<file path="src/rtl/aud_fmt_pkg.sv">
package aud_fmt_pkg;

    localparam int MODE_W      = 5;
    localparam int MB_SILENCE  = 0;
    localparam int MB_HALF     = 1;
    localparam int MB_MSB_HI   = 2;
    localparam int MB_NO_PAD   = 3;
    localparam int MB_DP       = 4;

    typedef struct packed {
        logic dp;
        logic no_pad;
        logic msb_hi;
        logic half;
        logic silence;
    } fmt_mode_t;

    function automatic fmt_mode_t decode_mode(input logic [MODE_W-1:0] b);
        fmt_mode_t m;
        m.dp      = b[MB_DP];
        m.no_pad  = b[MB_NO_PAD];
        m.msb_hi  = b[MB_MSB_HI];
        m.half    = b[MB_HALF];
        m.silence = b[MB_SILENCE];
        return m;
    endfunction

endpackage

</file>
<file path="src/rtl/aud_cfg_hold.sv">
module aud_cfg_hold
    import aud_fmt_pkg::*;
#(
    parameter int CHAN_W = 3
) (
    input  logic              clk,
    input  logic              rst_n,
    input  logic              at_boundary,
    input  fmt_mode_t         mode_live,
    input  logic [CHAN_W-1:0] nch_live,
    output fmt_mode_t         mode_eff,
    output logic [CHAN_W-1:0] nch_eff,
    output fmt_mode_t         mode_held
);

    typedef struct packed {
        fmt_mode_t         mode;
        logic [CHAN_W-1:0] nch;
    } hold_t;

    hold_t h_d, h_q;

    always_comb begin
        h_d = h_q;
        if (at_boundary) begin
            h_d.mode = mode_live;
            h_d.nch  = nch_live;
        end
    end

    always_ff @(posedge clk or negedge rst_n) begin
        if (!rst_n) h_q <= '0;
        else        h_q <= h_d;
    end

    assign mode_eff  = h_d.mode;
    assign nch_eff   = h_d.nch;
    assign mode_held = h_q.mode;

endmodule

</file>
<file path="src/rtl/aud_sample_align.sv">
module aud_sample_align #(
    parameter int WORD_W   = 32,
    parameter int SAMPLE_W = 24
) (
    input  logic [WORD_W-1:0]   container,
    input  logic                half_mode,
    input  logic                msb_hi,
    output logic [SAMPLE_W-1:0] sample
);

    localparam int HALF_W = WORD_W / 2;
    localparam int FILL_W = SAMPLE_W - HALF_W;

    always_comb begin
        if (half_mode)
            sample = {container[HALF_W-1:0], {FILL_W{1'b0}}};
        else if (msb_hi)
            sample = container[WORD_W-1:WORD_W-SAMPLE_W];
        else
            sample = container[SAMPLE_W-1:0];
    end

endmodule

</file>
<file path="src/rtl/aud_slot_seq.sv">
module aud_slot_seq
    import aud_fmt_pkg::*;
#(
    parameter int WORD_W   = 32,
    parameter int SAMPLE_W = 24,
    parameter int CHAN_W   = 3
) (
    input  logic                clk,
    input  logic                rst_n,
    input  fmt_mode_t           mode,
    input  logic [CHAN_W-1:0]   nch_m1,
    input  logic [WORD_W-1:0]   in_data,
    input  logic                in_valid,
    output logic                in_ready,
    output logic [WORD_W-1:0]   container,
    input  logic [SAMPLE_W-1:0] aligned,
    output logic                at_boundary,
    output logic [SAMPLE_W-1:0] out_sample,
    output logic [CHAN_W-1:0]   out_chan,
    output logic                out_first,
    output logic                out_pad,
    output logic                out_valid,
    input  logic                out_ready,
    output logic                out_null
);

    localparam int HALF_W = WORD_W / 2;
    localparam int CNT_W  = CHAN_W + 1;

    typedef struct packed {
        logic [CHAN_W-1:0]   slot;
        logic                half_v;
        logic [HALF_W-1:0]   half_data;
        logic                ov;
        logic [SAMPLE_W-1:0] sample;
        logic [CHAN_W-1:0]   chan;
        logic                first;
        logic                pad;
        logic                null_f;
    } seq_t;

    seq_t s_d, s_q;

    logic [CNT_W-1:0]    nch;
    logic [CNT_W-1:0]    last_idx;
    logic                pad_on;
    logic                is_pad;
    logic                adv;
    logic                emit;
    logic [SAMPLE_W-1:0] smp;

    assign at_boundary = (s_q.slot == '0) && !s_q.half_v;
    assign container   = s_q.half_v ? {{(WORD_W-HALF_W){1'b0}}, s_q.half_data} : in_data;

    always_comb begin
        s_d      = s_q;
        nch      = CNT_W'(nch_m1) + CNT_W'(1);
        pad_on   = !mode.no_pad && nch[0];
        last_idx = pad_on ? nch : nch - CNT_W'(1);
        is_pad   = pad_on && ({1'b0, s_q.slot} == nch);
        adv      = !s_q.ov || out_ready;
        in_ready = adv && !is_pad && !s_q.half_v;
        emit     = 1'b0;
        smp      = '0;

        if (adv) begin
            if (is_pad) begin
                emit = 1'b1;
            end else if (s_q.half_v) begin
                emit       = 1'b1;
                smp        = aligned;
                s_d.half_v = 1'b0;
            end else if (in_valid) begin
                emit = 1'b1;
                smp  = aligned;
                if (mode.half) begin
                    s_d.half_v    = 1'b1;
                    s_d.half_data = in_data[WORD_W-1:HALF_W];
                end
            end else if (mode.silence) begin
                emit = 1'b1;
            end

            if (emit) begin
                s_d.ov     = 1'b1;
                s_d.sample = smp;
                s_d.chan   = s_q.slot;
                s_d.first  = (s_q.slot == '0);
                s_d.pad    = is_pad;
                s_d.null_f = 1'b0;
                s_d.slot   = ({1'b0, s_q.slot} == last_idx) ? '0 : s_q.slot + CHAN_W'(1);
            end else begin
                s_d.ov     = 1'b0;
                s_d.null_f = 1'b1;
            end
        end
    end

    always_ff @(posedge clk or negedge rst_n) begin
        if (!rst_n) s_q <= '0;
        else        s_q <= s_d;
    end

    assign out_sample = s_q.sample;
    assign out_chan   = s_q.chan;
    assign out_first  = s_q.first;
    assign out_pad    = s_q.pad;
    assign out_valid  = s_q.ov;
    assign out_null   = s_q.null_f;

endmodule

</file>
<file path="src/rtl/aud_slot_formatter.sv">
module aud_slot_formatter
    import aud_fmt_pkg::*;
#(
    parameter int WORD_W   = 32,
    parameter int SAMPLE_W = 24,
    parameter int CHAN_W   = 3
) (
    input  logic                clk,
    input  logic                rst_n,
    input  logic [MODE_W-1:0]   mode_bits,
    input  logic [CHAN_W-1:0]   chan_m1,
    input  logic [WORD_W-1:0]   in_data,
    input  logic                in_valid,
    output logic                in_ready,
    output logic [SAMPLE_W-1:0] out_sample,
    output logic [CHAN_W-1:0]   out_chan,
    output logic                out_first,
    output logic                out_pad,
    output logic                out_valid,
    input  logic                out_ready,
    output logic                out_null,
    output logic                out_dp
);

    fmt_mode_t           mode_live;
    fmt_mode_t           mode_eff;
    fmt_mode_t           mode_held;
    logic [CHAN_W-1:0]   nch_eff;
    logic                at_boundary;
    logic [WORD_W-1:0]   container;
    logic [SAMPLE_W-1:0] aligned;

    assign mode_live = decode_mode(mode_bits);
    assign out_dp    = mode_held.dp;

    aud_cfg_hold #(.CHAN_W(CHAN_W)) u_hold (
        .clk         (clk),
        .rst_n       (rst_n),
        .at_boundary (at_boundary),
        .mode_live   (mode_live),
        .nch_live    (chan_m1),
        .mode_eff    (mode_eff),
        .nch_eff     (nch_eff),
        .mode_held   (mode_held)
    );

    aud_sample_align #(.WORD_W(WORD_W), .SAMPLE_W(SAMPLE_W)) u_align (
        .container (container),
        .half_mode (mode_eff.half),
        .msb_hi    (mode_eff.msb_hi),
        .sample    (aligned)
    );

    aud_slot_seq #(.WORD_W(WORD_W), .SAMPLE_W(SAMPLE_W), .CHAN_W(CHAN_W)) u_seq (
        .clk         (clk),
        .rst_n       (rst_n),
        .mode        (mode_eff),
        .nch_m1      (nch_eff),
        .in_data     (in_data),
        .in_valid    (in_valid),
        .in_ready    (in_ready),
        .container   (container),
        .aligned     (aligned),
        .at_boundary (at_boundary),
        .out_sample  (out_sample),
        .out_chan    (out_chan),
        .out_first   (out_first),
        .out_pad     (out_pad),
        .out_valid   (out_valid),
        .out_ready   (out_ready),
        .out_null    (out_null)
    );

endmodule

</file>
<file path="config.mk">
export PLATFORM = sky130hd
export DESIGN_NAME = aud_slot_formatter
export DESIGN_NICKNAME = d
export VERILOG_FILES = /design/src/rtl/aud_fmt_pkg.sv /design/src/rtl/aud_cfg_hold.sv /design/src/rtl/aud_sample_align.sv /design/src/rtl/aud_slot_seq.sv /design/src/rtl/aud_slot_formatter.sv
export SDC_FILE = /design/constraint.sdc
export NUM_CORES = 1
export LEC_CHECK = 0
export ABC_AREA = 0
export ABC_CLOCK_PERIOD_IN_PS = 6200
export CAP_MARGIN = 5
export CORE_ASPECT_RATIO = 1.4
export CORE_MARGIN = 2
export CORE_UTILIZATION = 45
export DETAILED_ROUTE_END_ITERATION = 10
export DONT_BUFFER_PORTS = 1
export SLEW_MARGIN = 20
export SYNTH_ARGS = -nofsm -noshare
export SYNTH_HDL_FRONTEND = slang
export SYNTH_SLANG_ARGS = --single-unit
</file>
<file path="constraint.sdc">
create_clock -name clk -period 6.2 [get_ports clk]
set_clock_uncertainty 0.1 [all_clocks]
set_input_delay 1.86 -clock clk [delete_from_list [all_inputs] [get_ports clk]]
set_output_delay 1.86 -clock clk [all_outputs]
set_load 0.01 [all_outputs]
</file>
==> Word-level counts from Yosys, hierarchy flattened <==
Index checks and enable logic that the tools add are counted.
{ "op_classes": {"div": 0, "shift": 0, "n_reduce_logical": 14, "bitwise_logic": 2, "n_addsub": 3, "n_mul": 0, "n_mux": 19, "n_lt_le_gt_ge": 0, "n_eq_ne": 2} }
{ "ops": {"columns": ["cell", "n"], "rows": [
  ["$mux 24", 5],
  ["$mux 17", 2],
  ["$mux 32", 1],
  ["$eq 3x4->1", 2],
  ["$mux 1", 8],
  ["$mux 7", 1],
  ["$logic_and 1x1->1", 5],
  ["$reduce_and 5->1", 1],
  ["$add 3x1->4 const B", 1],
  ["$logic_not 1->1", 4],
  ["$mux 4", 1],
  ["$reduce_and 2->1", 2],
  ["$sub 4x1->4 const B", 1],
  ["$add 3x1->3 const B", 1],
  ["$logic_not 3->1", 1],
  ["$mux 3", 1],
  ["$not 1->1", 2],
  ["$logic_or 1x1->1", 1]
]} }
{ "totals": {"input_bits": 44, "regBits": 59, "mem_bits_ro": 0, "ramBits": 0, "latchBits": 0, "memories": 0} }

==> Logic depth before layout (Yosys ltp) <==
Gate-level depths: netlist of run 1.
{ "depth": {"depth_word": 9, "depth_mapped": 14, "ltp_nobuf": 11} }

==> By module <==
From an unflattened synthesis of run 1, not the netlist that was laid out.
{ "hier_totals": {"hier_cells": 310, "hier_area_um2": 3474.6} }
{ "modules_own_cells": {"columns": ["module", "area_per_inst_um2", "cells_per_inst", "n_inst"], "rows": [
  ["aud_slot_seq", 2628.8, 217, 1],
  ["aud_sample_align", 476.7, 71, 1],
  ["aud_cfg_hold", 369.1, 22, 1]
]} }

==> Worst setup path after synthesis of run 1 <==
Ideal clock, no wire load.
{ "synth_timing": {"path_type": "in2out", "startpoint": "input port chan_m1[0]", "endpoint": "output port in_ready", "cell_stages": 7, "slack_ns": 0.690, "arrival_ns": 3.550, "cell_sequence": "mux2_2 -> ha_1 -> xor2_1 -> a211o_1 -> or4_4 -> nand2_2 -> nor2_1"} }
{ "synth_between": {"elab_chain_cells": 7} }
{ "synth_lines": {"columns": ["item", "line_no", "text"], "rows": [
  ["start, declared", "aud_slot_formatter.sv:11", "input logic [CHAN_W-1:0] chan_m1,"],
  ["$mux 7 *", "aud_cfg_hold.sv:25", "if (at_boundary) begin"],
  ["$add 3x1->4 *", "aud_slot_seq.sv:57", "nch = CNT_W'(nch_m1) + CNT_W'(1);"],
  ["$eq 3x4->1 / $logic_and 1x1->1 (equally long branches)", "aud_slot_seq.sv:60, aud_slot_seq.sv:58", null],
  ["$logic_and 1x1->1 *", "aud_slot_seq.sv:60", "is_pad = pad_on && ({1'b0, s_q.slot} == nch);"],
  ["$logic_not 1->1 *", "aud_slot_seq.sv:62", "in_ready = adv && !is_pad && !s_q.half_v;"],
  ["$logic_and 1x1->1 * (2 in series)", "aud_slot_seq.sv:62", null],
  ["end, declared", "aud_slot_formatter.sv:14", "output logic in_ready,"]
]} }
Mark *: on every way between the ends. The rest lies on a longest branch, timed or not.

==> Worst setup path in the final report of run 1 <==
{ "layout_timing": {"startpoint": "input port chan_m1[1]", "endpoint": "output port in_ready"} }
{ "layout_between": {"elab_chain_cells": 7} }
{ "layout_lines": {"columns": ["item", "line_no"], "rows": [
  ["$mux 7", "aud_cfg_hold.sv:25"],
  ["$add 3x1->4", "aud_slot_seq.sv:57"],
  ["$eq 3x4->1", "aud_slot_seq.sv:60"],
  ["$logic_and 1x1->1", "aud_slot_seq.sv:60"],
  ["$logic_not 1->1", "aud_slot_seq.sv:62"],
  ["$logic_and 1x1->1 (2 in series)", "aud_slot_seq.sv:62"]
]} }
No other way between the ends.

==> impl_metrics.tcl, run 1 <==
set metrics [dict create \
    max_cap_violations 0 \
    clockRootBuffer "clkbuf_8" \
    crit_type "in -> out" \
    synth_area_leaders "dfrtp_1, buf_4, mux2i_1, a22o_1, mux2_2" \
    ctsHoldBuffers 0 \
    max_freq_ghz 0.177 \
    synth_ff_type "dfrtp_1" \
    fin_nets 327 \
    dieArea_mm2 0.00831 \
    ys_ff_latch 59 \
    async_reset_ff_share_pct 100 \
    antenna_cells 0 \
    drive_above_1_share_pct 18.7 \
    hp-class "reg -> reg" \
    port_buffers 0 \
    wl_mm 7.82 \
    dp_hpwl_mm 5.58 \
    crit_buf_inv 0 \
    grt_pass1_wl_mm 12.4 \
    synth.top_cell.area_share_pct 43.2 \
    area_delta_synth_final_pct 0.330 \
    ctsResizeCount 0 \
    p_leak_nw 1.48 \
    grt.overflow.total 0 \
    drt-initial-drc-count 106 \
    required_ns 4.24 \
    cts_tree "yes" \
    gp_congestion 0.791 \
    p_per_area_mw_per_mm2 572 \
    cp-end-kind "output pin" \
    drt_pass1_iterations 4 \
    syn_area_per_cell_um2 11.0 \
    synth_area_leader_cell "dfrtp_1" \
    max-slew-margin-rel_pct 30.0 \
    wl_per_cell_um 20.5 \
    ir_worst_vdd_v 0.000236 \
    rsz0062_at_grt "no" \
    antenna_found_initial 0 \
    insertion_delay_ns 0.34 \
    viasPerCell 5.71 \
    tightest_slew_ns 1.05 \
    ant_nets 0 \
    hold_violations 0 \
    cts_buffers 9 \
    hold-worst-slack_ns 0.390 \
    drv_slew 0 \
    post-route-period-util_pct 90.9 \
    htree_levels 3 \
    grt_usage_pct 19.9 \
    cts.path.max_buffers 2 \
    dieHeight_um 107 \
    yosysMostFrequentCell "dfrtp_1" \
    dieWidth_um 77.6 \
    post_cts_buffers 0 \
    syn_nets 358 \
    multi_input_area_mm2 0.00162 \
    status "finished clean" \
    synth_common_cells "dfrtp_1, buf_4, a22o_1" \
    finalSetupViolCount 0 \
    crit_arrival_ns 3.67 \
    clk_pin_slew_ns 0.06 \
    synth_warnings 0 \
    core_area_mm2 0.00736 \
    grt_pass1_vias 2296 \
    fillers 669 \
    syn_inst 311 \
    yosysSeqAreaShare_pct 43.2 \
    rows 37 \
    vias 2175 \
    cts_sinks 59 \
    ios 77 \
    crit_family "simple AND/OR/NAND/NOR gates" \
    seqCellArea_mm2 0.00148 \
    start_util_pct 46.4 \
    drc_errors 0 \
    synth_cell_types 41 \
    crit_path_max_fanout 5 \
    crit_path_top_delay_cell "or4_4" \
    synth_edf_count 0 \
    cp_cell_sequence "mux2_2, ha_1, xor2_1, a211o_1, or4_4, nand2_2, nor2_1" \
    utilization_pct 46.5 \
    max_stage_delay_ns 0.46 \
    synthesis.area_mm2 0.00341 \
    grt_max_degree 60 \
    start_kind "input pin" \
    layout_min_cycle_time_ns 5.63 \
    tns_ns 0 \
]
[layer usage]
layer  global-route usage [%]  wire length [um]  vias to the layer above
met1                     21.0              3020                     1084
met2                     36.5              4340                       53
met5                        0                 0                        -
li1                         -                 -                     1033
met4                     6.12                42                        0
met3                     6.99               422                        5
[worst reg2reg max path, stage by stage, from the launching register on]
cell and delay (ns):
dfrtp_1 0.38, inv_1 0.16, ha_1 0.27, nor3b_4 0.47
mux2_2 0.43, ha_1 0.26, a21o_1 0.17, a211oi_1 0.20
or4_4 0.21, nand2_2 0.12, nor3_4 0.86, mux2_1 0.40
[final cells by class]
class | instances | share of cell area [%]
tap | 97 | 3.54
timing repair buffer | 4 | 0.877
inverter | 4 | 0.438
clock inverter | 3 | 0.438
clock buffer | 12 | 4.24
multi-input combinational | 202 | 47.4
sequential | 59 | 43.1
[where the power goes]
| part | internal [mW] | switching, mW |
|---|---|---|
| clock | 0.152 | 0.146 |
| combinational | 0.445 | 0.490 |
| sequential | 0.561 | 0.168 |
| total | 1.16 | 0.803 |
[layout by cell type, fill, tap and decap left out, types with 2 or more instances in the layout]
cell type / Yosys / layout
clkbuf_8: 0 / 10
nor2b_1: 6 / 6
nand2_1: 18 / 18
clkbuf_1: 7 / 2
nor2_1: 16 / 15
mux2i_1: 22 / 21
mux2_2: 17 / 17
a21o_1: 3 / 3
mux2_1: 9 / 9
a22o_1: 24 / 24
nand2b_1: 3 / 3
inv_1: 4 / 4
a21oi_1: 14 / 14
a211o_1: 2 / 2
clkinv_2: 0 / 3
ha_1: 3 / 3
o21ai_0: 11 / 11
o21ai_1: 4 / 4
a211oi_1: 10 / 10
dfrtp_1: 59 / 59
xnor2_1: 3 / 3
mux2_4: 9 / 9
or2_2: 2 / 2
buf_4: 30 / 4
nor3b_1: 10 / 10
[metrics by stage]
step	total power [mW]	instances	instance area (um2)	setup WS (ns)
final	1.96	381	3430	0.566
after global routing	2.12	381	3430	0.507
after CTS	1.99	381	3430	0.560
after detailed placement	1.69	366	3270	0.566
after global placement	1.67	366	3260	0.600
after floorplan	1.58	311	3410	0.690
[registers in the layout (all words and copies together) (netlist names)]
signal,count
u_seq.out_sample,24
u_seq.s_q,20
u_hold.mode_held,5
u_hold.h_q,3
u_seq.out_chan,3
u_seq.out_first,1
u_seq.out_null,1
u_seq.out_pad,1
u_seq.out_valid,1
[kinds of logic after synthesis]
| group | share of synthesized area, % |
|---|---|
| adders and majority gates | 1.10 |
| DFF | 43.2 |
| muxes | 19.0 |
| AOI/OAI and AO/OA | 15.2 |
| xor gates and xnor gates | 1.03 |
| and+or+nand+nor | 10.8 |
| buffers and inverters | 9.67 |
[path summary, 6_finish.rpt]
check | from | to | slack (ns) | cells after the start
min in group asynchronous | rst_n | u_seq.out_sample[20] | 1.11 | 0
worst min register to register | u_seq.s_q[37] | u_seq.s_q[37] | 0.39 | 1
worst min-delay path | u_seq.s_q[37] | u_seq.s_q[37] | 0.39 | 1
worst max-delay path | chan_m1[1] | in_ready | 0.57 | 7
worst max register to register | u_seq.s_q[48] | u_seq.s_q[33] | 2.05 | 11
max in group asynchronous | rst_n | u_seq.out_sample[6] | 4.76 | 0
Power figures use the tool's default switching activity.
==> run 2: changes to the inputs <==
--- a/config.mk
+++ b/config.mk
@@ -13,6 +13,7 @@
 export CORE_UTILIZATION = 45
 export DETAILED_ROUTE_END_ITERATION = 10
 export DONT_BUFFER_PORTS = 1
+export RECOVER_POWER = 100
 export SLEW_MARGIN = 20
 export SYNTH_ARGS = -nofsm -noshare
 export SYNTH_HDL_FRONTEND = slang
==> run 2 against run 1 <==
The run now ends with max-capacitance violations, max-slew violations left. Flip-flop and latch count is the same. Clock power is essentially flat. Sequential power is essentially flat. Combinational power shrank 4.2%. Register-to-register slack lost 1.3 ns. Setup slack lost 0.17 ns. Worst hold slack lost 0.0038 ns. Die area is the same.
==> impl_metrics.tcl, run 2 (synthesis results as in run 1) <==
set metrics [dict create \
    grt_pass1_wl_mm 12.4 \
    start_kind "input pin" \
    max-slew-margin-rel_pct -76.7 \
    fin_nets 327 \
    clockRootBuffer "clkbuf_8" \
    grt_usage_pct 19.9 \
    grt_max_degree 60 \
    antenna_cells 0 \
    grt_pass1_vias 2296 \
    grt.overflow.total 0 \
    place_inst 366 \
    start_util_pct 46.4 \
    cts_sinks 59 \
    switching_share_pct 41.1 \
    htree_levels 3 \
    cts_tree "yes" \
    multi_input_area_mm2 0.00158 \
    vias 2202 \
    drc_errors 0 \
    rsz0062_at_grt "no" \
    area_delta_synth_final_pct -1.28 \
    p_seq_share_pct 37.9 \
    switching_power_uw 788 \
    cts.path.max_buffers 2 \
    r2r_cells 11 \
    port_buffers 0 \
    core_area_mm2 0.00736 \
    wl_per_cell_um 20.3 \
    ctsResizeCount 0 \
    violations "max-capacitance violations, max-slew violations" \
    crit_path_max_fanout 5 \
    viasPerCell 5.78 \
    largest_register_ff_count 24 \
    utilization_pct 45.8 \
    cts_buffers 9 \
    cp_cell_sequence "mux2_1, ha_1, xor2_1, a211o_1, or4_1, nand2_1, nor2_1" \
    tightest_slew_ns 2.63 \
    finalNonFillerCells 381 \
    ir_worst_vdd_v 0.000228 \
    max_stage_delay_ns 0.51 \
    dieArea_mm2 0.00831 \
    dieHeight_um 107 \
    ant_nets 0 \
    fillers 682 \
    combPwrFrac_pct 46.7 \
    insertion_delay_ns 0.33 \
    hp-class "reg -> reg" \
    antenna_found_initial 0 \
    totalPowerFinal_mw 1.92 \
    crit_type "in -> out" \
    dieWidth_um 77.6 \
    status "finished with violations" \
    clkPwrFrac_pct 15.4 \
    p_leak_nw 1.44 \
    layout_commonest_cell "dfrtp_1" \
    gp_congestion 0.791 \
    required_ns 4.24 \
    max_cap_violations 2 \
    cp-end-kind "output pin" \
    rows 37 \
    drv_slew 60 \
    post_cts_buffers 0 \
    dp_hpwl_mm 5.58 \
    drt_pass1_iterations 5 \
    hold_violations 0 \
    post-route-period-util_pct 93.7 \
    crit_path_top_delay_cell "or4_1" \
    drive_above_1_share_pct 13.7 \
    crit_arrival_ns 3.85 \
    tns_ns 0 \
    seqCellArea_mm2 0.00148 \
    hold-worst-slack_ns 0.387 \
    p_int_mw 1.13 \
    drt-initial-drc-count 107 \
    ctsHoldBuffers 0 \
    finalSetupViolCount 0 \
    ios 77 \
    layout_min_cycle_time_ns 5.81 \
    clk_pin_slew_ns 0.06 \
    wl_mm 7.75 \
    final_cell_mix "dfrtp_1, a22o_1, mux2i_1" \
    max_freq_ghz 0.172 \
    p_per_area_mw_per_mm2 569 \
    hold_depth 1 \
]
run 2: path summary, 6_finish.rpt:
kind / from / endpoint / slack (ns)
min in group asynchronous: rst_n / u_seq.out_sample[20] / 1.12
setup reg to reg: u_seq.s_q[48] / u_seq.s_q[41] / 0.71
hold reg to reg: u_seq.s_q[37] / u_seq.s_q[37] / 0.39
max in group asynchronous: rst_n / u_seq.out_sample[6] / 4.76
setup / recovery: chan_m1[1] / in_ready / 0.39
hold / removal: u_seq.s_q[37] / u_seq.s_q[37] / 0.39
run 2: metrics by stage:
| stage | cell area [um2] | worst slack [ns] |
|---|---|---|
| floorplan | 3410 | 0.690 |
| global placement | 3260 | 0.600 |
| CTS | 3430 | 0.560 |
| detailed placement | 3270 | 0.566 |
| finish | 3370 | 0.393 |
| global route | 3370 | 0.288 |
run 2: cell type report:
| type | instances | share of cell area [%] |
|---|---|---|
| clock buffers | 12 | 4.31 |
| clock inverters | 3 | 0.445 |
| inverters | 4 | 0.445 |
| multi-input cells | 202 | 46.8 |
| flip-flops and latches | 59 | 43.8 |
| well taps | 97 | 3.60 |
| repair buffers | 4 | 0.557 |
run 2: metal layers:
metal  share of wire, %  up-vias  global-route usage (%)
li1                   -     1031                       -
met5                  0        -                       0
met3                6.0        7                    6.99
met1                 38     1102                    21.0
met2                 56       62                    36.5
met4               0.76        0                    6.12
run 2: critical path, delay by kind of cell:
family / cells / cell delay (ns)
AND/OR/NAND/NOR: 3 / 0.86
adder cells (fa/ha/maj): 1 / 0.35
multiplexers: 1 / 0.34
AO/OA/AOI/OAI: 1 / 0.26
XOR/XNOR: 1 / 0.18
run 2: power by group through the flow:
stage	clock, mW	combinational, mW	sequential, mW
after floorplan	0	0.941	0.641
after global placement	0	0.937	0.734
after detailed placement	0	0.947	0.741
final	0.296	0.896	0.726
after global routing	0.327	1.00	0.749
after CTS	0.308	0.951	0.734
